## src/rtl/keymx_pkg.sv

```systemverilog
package keymx_pkg;
  localparam int RET_N    = 2;  // return inputs per drive line
  localparam int BYTE_W   = 8;
  localparam int HI_OFS   = 3;  // bit offset of the odd line of a pair

  function automatic logic [BYTE_W-1:0] pack_pair(input logic [RET_N-1:0] lo,
                                                  input logic [RET_N-1:0] hi);
    logic [BYTE_W-1:0] b;
    b = '0;
    b[RET_N-1:0]             = lo;
    b[HI_OFS +: RET_N]       = hi;
    return b;
  endfunction
endpackage

```

## src/rtl/keymx_capture.sv

```systemverilog
module keymx_capture #(
  parameter int NUM_DRV = 10,
  parameter int LINE_W  = 4,
  parameter int RET_N   = 2
) (
  input  logic                     clk,
  input  logic                     rst_n,
  input  logic                     smp_fire,
  input  logic [LINE_W-1:0]        line,
  input  logic [RET_N-1:0]         ret,
  input  logic                     clr,
  output logic [NUM_DRV*RET_N-1:0] shadow_q,
  output logic [NUM_DRV*RET_N-1:0] merged
);
  logic [NUM_DRV*RET_N-1:0] shadow_d;
  logic                     shadow_en;

  // Current store with this cycle's sample folded in.
  for (genvar i = 0; i < NUM_DRV; i++) begin : g_slot
    always_comb begin
      if (smp_fire && (line == LINE_W'(i)))
        merged[i*RET_N +: RET_N] = ret;
      else
        merged[i*RET_N +: RET_N] = shadow_q[i*RET_N +: RET_N];
    end
  end

  always_comb begin
    shadow_en = smp_fire | clr;
    shadow_d  = clr ? '0 : merged;
  end

  always_ff @(posedge clk or negedge rst_n) begin
    if (!rst_n)         shadow_q <= '0;
    else if (shadow_en) shadow_q <= shadow_d;
  end
endmodule

```

## src/rtl/keymx_store.sv

```systemverilog
module keymx_store #(
  parameter int DATA_W = 20
) (
  input  logic              clk,
  input  logic              rst_n,
  input  logic              commit,
  input  logic [DATA_W-1:0] frame_in,
  output logic [DATA_W-1:0] stored_q
);
  logic [DATA_W-1:0] stored_d;

  always_comb stored_d = frame_in;

  always_ff @(posedge clk or negedge rst_n) begin
    if (!rst_n)      stored_q <= '0;
    else if (commit) stored_q <= stored_d;
  end
endmodule

```

## src/rtl/keymx_pack.sv

```systemverilog
module keymx_pack
  import keymx_pkg::*;
#(
  parameter int NUM_DRV = 10,
  parameter int SEL_W   = 3
) (
  input  logic [NUM_DRV*RET_N-1:0] stored,
  input  logic [SEL_W-1:0]         rd_byte,
  input  logic [2:0]               rd_bit,
  output logic [BYTE_W-1:0]        key_byte,
  output logic                     key_bit
);
  localparam int NUM_BYTES = NUM_DRV / 2;
  localparam int PAIR_W    = 2 * RET_N;

  logic [BYTE_W-1:0] bytes [NUM_BYTES];

  for (genvar b = 0; b < NUM_BYTES; b++) begin : g_byte
    always_comb bytes[b] = pack_pair(stored[b*PAIR_W +: RET_N],
                                     stored[b*PAIR_W + RET_N +: RET_N]);
  end

  always_comb begin
    key_byte = '0;
    for (int b = 0; b < NUM_BYTES; b++)
      if (rd_byte == SEL_W'(b)) key_byte = bytes[b];
    key_bit = key_byte[rd_bit];
  end
endmodule

```

## src/rtl/keymx_scan.sv

```systemverilog
module keymx_scan
  import keymx_pkg::*;
#(
  parameter int NUM_DRV = 10,
  localparam int LINE_W = $clog2(NUM_DRV),
  localparam int SEL_W  = $clog2(NUM_DRV / 2)
) (
  input  logic              clk,
  input  logic              rst_n,
  input  logic              scan_act,
  input  logic              scan_half,
  input  logic [LINE_W-1:0] scan_line,
  input  logic [RET_N-1:0]  key_ret,
  input  logic              frame_end,
  input  logic [SEL_W-1:0]  rd_byte,
  input  logic [2:0]        rd_bit,
  output logic [BYTE_W-1:0] key_byte,
  output logic              key_bit
);
  localparam int KEY_BITS = NUM_DRV * RET_N;

  logic                rst_meta, rst_q_n;
  logic                smp_fire;
  logic [KEY_BITS-1:0] shadow_q, merged, stored_q;

  // Asynchronous assert, synchronous release.
  always_ff @(posedge clk or negedge rst_n) begin
    if (!rst_n) begin
      rst_meta <= 1'b0;
      rst_q_n  <= 1'b0;
    end else begin
      rst_meta <= 1'b1;
      rst_q_n  <= rst_meta;
    end
  end

  always_comb smp_fire = scan_act & scan_half;

  keymx_capture #(.NUM_DRV(NUM_DRV), .LINE_W(LINE_W), .RET_N(RET_N)) cap_i (
    .clk(clk), .rst_n(rst_q_n), .smp_fire(smp_fire), .line(scan_line),
    .ret(key_ret), .clr(frame_end), .shadow_q(shadow_q), .merged(merged));

  keymx_store #(.DATA_W(KEY_BITS)) sto_i (
    .clk(clk), .rst_n(rst_q_n), .commit(frame_end),
    .frame_in(merged), .stored_q(stored_q));

  keymx_pack #(.NUM_DRV(NUM_DRV), .SEL_W(SEL_W)) pck_i (
    .stored(stored_q), .rd_byte(rd_byte), .rd_bit(rd_bit),
    .key_byte(key_byte), .key_bit(key_bit));
endmodule

```

## config.mk

```make
export PLATFORM = sky130hd
export DESIGN_NAME = keymx_scan
export DESIGN_NICKNAME = d
export VERILOG_FILES = /design/src/rtl/keymx_pkg.sv /design/src/rtl/keymx_capture.sv /design/src/rtl/keymx_store.sv /design/src/rtl/keymx_pack.sv /design/src/rtl/keymx_scan.sv
export SDC_FILE = /design/constraint.sdc
export NUM_CORES = 1
export LEC_CHECK = 0
export ABC_AREA = 1
export CAP_MARGIN = 20
export CORE_UTILIZATION = 51
export CTS_BUF_LIST = sky130_fd_sc_hd__clkbuf_8
export DETAILED_ROUTE_END_ITERATION = 8
export PLACE_DENSITY_LB_ADDON = 0.05
export SKIP_CTS_REPAIR_TIMING = 1
export SYNTH_ARGS = -nofsm -noshare
export SYNTH_HDL_FRONTEND = slang
export SYNTH_SLANG_ARGS = --single-unit
```

## constraint.sdc

```tcl
create_clock -name clk -period 1.3 [get_ports clk]
set_clock_uncertainty 0.05 [all_clocks]
set_input_delay 0.195 -clock clk [delete_from_list [all_inputs] [get_ports clk]]
set_output_delay 0.195 -clock clk [all_outputs]
set_load 0.005 [all_outputs]
```

==> impl_metrics.csv, run 1 <==
group,metric,value,unit
timing,period_needed,1580,ps
final_layout,syn_to_final_growth,29.8,%
power,peakVddDrop,0.755,mV
setup_path,rr_startpoint,"cap_i.shadow_q[5]",
setup_path,cp-end-kind,"primary output",
power,p_per_area,995,nW/um2
clock_network,clk_pin_slew_worst_paths,80,ps
clock_network,root_buffer,"clkbuf_8",
global_routing,track_usage,20.8,%
global_routing,grt_pass1_vias,1407,
synth,synth.distinct_cells,22,
timing,drv_slew,0,
floorplanning,io_pins,26,
run_status,status,"finished with violations",
power,leakagePower,1.39,nW
floorplanning,start_util,54.4,%
setup_path,crit_fanout,2,
synth,synth_area,2040,um2
synth,synth_top_family_by_area,"simple AND/OR/NAND/NOR gates",
setup_path,path_class,"reg2out",
synth,synth_compound_gate_area_share,7.50,%
global_routing,grt_busiest_layer,"met1",
floorplanning,die_area,4250,um2
synth,ys_ff_latch,42,
setup_path,r2r_setup_slack,400,ps
global_routing,grt_overflow_total,0,
min_path,worst_hold_path_type,"in2async",
floorplanning,rows,22,
synth,ys_dominant_reg_cell,"dfrtp_1",
setup_path,cp_slowest_cell,"dfrtp_1",
run_status,violations,"negative setup slack",
final_layout,mostFrequentLayoutCells,"41 x dfrtp_1, 35 x nand2_1, 32 x nor2_1",
detailed_routing,postRouteAntennaNets,0,
timing,period_share,121,%
synth,yosysWarnings,0,
setup_path,crit_required,1050,ps
synth,synth.avg_cell_area,8.66,um2
placement,hpwl,2850,um
setup_path,path_buf_inv,2,
final_layout,diodes,0,
floorplanning,fp.dieH,65.2,um
synth,synth-async-reset-ratio,100,%
global_routing,grt_max_degree,41,
timing,hold_viol,0,
setup_path,start_kind,"register",
synth,synthSimpleGateAreaFrac,24.3,%
synth,synth_edf_count,0,
global_routing,antenna_found_initial,0,
detailed_routing,wl_per_cell,12.6,um
detailed_routing,via_count,1552,
detailed_routing,drt_iter0_drc,71,
clock_network,cts_tree,"yes",
clock_network,max-clock-path-buffers,2,
synth,seq_area_frac_synth,51.6,%
timing,setup_violations,5,
placement,place_congestion,0.830,
placement,io_buffers,21,
setup_path,critical_path.cell_chain,"inv_1, nor2_2, nor2_2, nand2_1, nand3_1, nand2_1, nand3_1, nor2_1, buf_2",
clock_network,cts_max_level,2,
setup_path,cp.arrival,1330,ps
final_layout,layout_commonest_cell,"dfrtp_1",
synth,yosys.area_share.adder,0,%
run,drv_cap,0,
clock_network,cts_made_buffers,5,
timing,rsz0062_at_grt,"true",
final_layout,nNetsFinal,292,
setup_path,slowest_delay,360,ps
final_layout,n_fill_cell,331,
timing,finalWorstSetupSlack,-275,ps
floorplanning,die_x,65.2,um
clock_network,cts_sinks,42,
global_routing,grt_util_met2,30.0,%
synth,synth.area.mux_share,7.87,%
floorplanning,core,3740,um2
synth,synth_xor_area_share,0,%
global_routing,grt_pass1_wl,6510,um
timing,max_freq,635,MHz
detailed_routing,drc,0,
global_routing,grt.met1_usage,30.7,%
clock_network,clk_latency,290,ps
global_routing,met3_usage,4.34,%
detailed_routing,wirelength,4090,um
setup_path,critPathLaunch,"sto_i.stored_q[2]",
placement,pre_cts_ws,-945,ps
detailed_routing,drtPass1Iterations,4,
setup_path,cp_top_family,"simple AND/OR/NAND/NOR gates",
synth,syn_inst,235,
detailed_routing,routed_via_density,4.79,
final_layout,drive_gt1_share,27.2,%
power,p_total,2.63,mW
## routing by layer
layer	wire length, um	vias to the layer above
met5	0	-
met3	147	6
met4	67	0
met1	2080	703
li1	-	815
met2	1800	28
## report_power, final
part / switching (mW) / leakage, nW / internal [mW]
logic: 0.172 / 0.751 / 0.123
registers: 0.00949 / 0.579 / 1.32
clock network: 0.435 / 0.0556 / 0.565
total: 0.617 / 1.39 / 2.01
## layout make-up
type	instances	area [um2]	area share [%]
flip-flops and latches	42	1050	39.8
multi-input cells	155	927	35.1
repair buffers	42	382	14.4
inverters	29	111	4.21
clock buffers	5	68.8	2.60
well taps	48	60.1	2.27
clock inverters	3	41.3	1.56
## sequential cells by signal (all words and copies together), names as in the netlist
register / flops
rst_q_n: 1
cap_i.shadow_q: 20
rst_meta: 1
sto_i.stored_q: 20
## worst paths after layout
path,to,cells past startpoint
max in group asynchronous,sto_i.stored_q[16],1
min in group clk,rst_q_n,0
max reg2reg,sto_i.stored_q[5],2
max,key_bit,9
min,rst_meta,1
min reg2reg,cap_i.shadow_q[3],1
## metrics by stage
step                instance area (um2)  util [%]  hold WS, ps  setup TNS, ps  instances
finish                             2640      70.6         2.35           -755        324
global route                       2640      70.6         7.26          -1130        324
CTS                                2500      66.7        -3.51          -5840        317
detailed placement                 2390      63.8          187         -18260        309
global placement                   2390      63.8          184         -17560        309
floorplan                          2050         -         -151              0        238
## cells in the mapped netlist, types with 2 or more instances
cell | n | area share, %
inv_2 | 4 | 0.74
nor2_2 | 2 | 0.61
nor3_4 | 2 | 1.6
nand4_1 | 3 | 0.92
mux2i_1 | 16 | 7.9
inv_1 | 25 | 4.6
nand3_1 | 9 | 2.2
clkbuf_1 | 8 | 1.5
o21ai_1 | 25 | 6.1
buf_4 | 4 | 1.5
o21ai_0 | 2 | 0.49
dfrtp_1 | 42 | 52
nand3_2 | 4 | 2.0
nand2_1 | 37 | 6.8
a21oi_1 | 2 | 0.49
conb_1 | 2 | 0.37
nor2_1 | 38 | 7.0
nand2_2 | 6 | 1.8
## kinds of logic after synthesis
logic type	after synthesis
simple gates	104
flops	42
buf+inv	41
compound gates	30
mux	16
other cells	2
Power figures use the tool's default switching activity.
==> inputs of run 2 (changes only) <==
CORE_ASPECT_RATIO = 0.75   (was unset)
==> impl_metrics.csv, run 2 (synthesis gave the netlist of run 1 again) <==
group,metric,value,unit
power,p_comb_share,10.2,%
placement,pre_cts_ws,-933,ps
placement,io_buffers,21,
clock_network,cts_tree,"yes",
power,p_int,2.21,mW
timing,hold_viol,0,
clock_network,clk_pin_slew_worst_paths,80,ps
clock_network,cts_max_level,2,
floorplanning,die_x,75.0,um
global_routing,grt_pass1_wl,6970,um
global_routing,antenna_found_initial,0,
clock_network,root_buffer,"clkbuf_8",
final_layout,final_cells,333,
power,p_per_area,1060,nW/um2
detailed_routing,postRouteAntennaNets,0,
run_status,violations,"negative setup slack",
final_layout,n_fill_cell,297,
detailed_routing,drtPass1Iterations,4,
setup_path,slowest_delay,400,ps
power,p_clk_share,43.0,%
setup_path,crit_fanout,2,
global_routing,grt_max_degree,41,
global_routing,track_usage,23.1,%
detailed_routing,wl_per_cell,13.0,um
setup_path,critical_path.cell_chain,"nand3_1, o21ai_1, nor2_1, buf_4, nand4_1, nand3_2, nor2_1, buf_2",
detailed_routing,via_count,1598,
power,p_seq_share,46.7,%
global_routing,grt_pass1_vias,1468,
clock_network,cts_made_buffers,5,
placement,place_congestion,0.882,
setup_path,cp-end-kind,"primary output",
timing,max_freq,609,MHz
floorplanning,start_util,54.5,%
setup_path,crit_required,1050,ps
floorplanning,core,3730,um2
final_layout,mostFrequentLayoutCells,"41 x dfrtp_1, 35 x nor2_1, 35 x nand2_1",
placement,place_inst,313,
setup_path,crit_path_frequent_cell,"nor2_1",
placement,hpwl,2930,um
timing,finalWorstSetupSlack,-341,ps
timing,period_needed,1640,ps
final_layout,drive_gt1_share,27.4,%
setup_path,path_class,"reg2out",
timing,setup_violations,5,
clock_network,clk_latency,300,ps
floorplanning,die_area,4250,um2
floorplanning,io_pins,26,
floorplanning,rows,19,
power,peakVddDrop,0.751,mV
setup_path,r2r_cells,4,
final_layout,top_regs,"cap_i.shadow_q: 20 flops, sto_i.stored_q: 20 flops",
final_layout,nNetsFinal,297,
timing,rsz0062_at_grt,"true",
setup_path,cp.depth,8,
timing,drv_slew,0,
setup_path,r2r_setup_slack,390,ps
detailed_routing,routed_via_density,4.80,
power,leakagePower,1.43,nW
clock_network,max-clock-path-buffers,2,
setup_path,cp_top_family,"simple AND/OR/NAND/NOR gates",
global_routing,grt_overflow_total,0,
detailed_routing,drt_iter0_drc,109,
final_layout,syn_to_final_growth,32.5,%
power,netSwitchingFraction,22.4,%
detailed_routing,drc,0,
run_status,status,"finished with violations",
setup_path,path_buf_inv,2,
floorplanning,fp.dieH,56.7,um
timing,period_share,126,%
run,drv_cap,0,
setup_path,cp.arrival,1400,ps
final_layout,layout_commonest_cell,"dfrtp_1",
setup_path,cp_slowest_cell,"dfrtp_1",
power,p_sw,0.641,mW
setup_path,start_kind,"register",
min_path,worst_hold_path_type,"reg2async",
clock_network,cts_sinks,42,
detailed_routing,wirelength,4330,um
final_layout,diodes,0,
-- run 2: cell count changes in the layout (fill, tap and decap cells not counted), sizes merged --
cell | previous run | this run
buf | 25 | 28
bufinv | 1 | 2
clkbuf | 8 | 9
clkinv | 0 | 1
clkinvlp | 1 | 0
dlygate4sd3 | 0 | 1
inv | 30 | 29
-- run 2: final timing paths --
path                                     from            endpoint
hold reg to reg                       rst_q_n   cap_i.shadow_q[2]
min in group clk                     rst_meta             rst_q_n
max in group asynchronous               rst_n             rst_q_n
hold / removal                        rst_q_n   cap_i.shadow_q[2]
setup / recovery            sto_i.stored_q[1]             key_bit
setup reg to reg           sto_i.stored_q[18]  sto_i.stored_q[18]
-- run 2: per-layer routing --
metal	wire (um)	vias up	track usage, %
met5	0	-	0
met4	71	0	8.36
met3	159	6	6.64
met2	1760	32	30.5
met1	2350	734	35.6
li1	-	826	-
-- run 2: layout make-up --
class	count	area [um2]	share of cell area, %
flip-flops and latches	42	1050	39.0
multi-input cells	155	918	34.0
repair buffers	47	415	15.4
inverters	29	109	4.04
clock buffers	5	68.8	2.55
clock inverters	3	68.8	2.55
well taps	52	65.1	2.41
-- run 2: power groups by stage --
stage | Combinational, mW | Clock (mW) | Sequential, mW
2_1_floorplan | 0.127 | 0 | 1.37
3_3_place_gp | 0.267 | 0 | 1.36
3_5_place_dp | 0.268 | 0 | 1.36
4_1_cts | 0.270 | 1.25 | 1.33
5_1_grt | 0.324 | 1.32 | 1.34
6_report | 0.292 | 1.23 | 1.33
-- run 2: per-stage QoR --
stage | util (%) | hold WS, ps | total power [mW] | setup TNS [ps] | instance area [um2]
after floorplan | - | -151 | 1.50 | 0 | 2050
after global placement | 64.1 | 184 | 1.63 | -17620 | 2390
after detailed placement | 64.1 | 185 | 1.63 | -18440 | 2390
after CTS | 67.8 | -6.25 | 2.85 | -6470 | 2530
after global routing | 72.3 | 216 | 2.98 | -1440 | 2700
final | 72.3 | 175 | 2.85 | -929 | 2700
==> inputs of run 3 (changes only) <==
CTS_CLUSTER_SIZE = 12   (was unset)
==> results of run 3 <==
The final DEF is identical to that of run 2; final timing and power are the same.
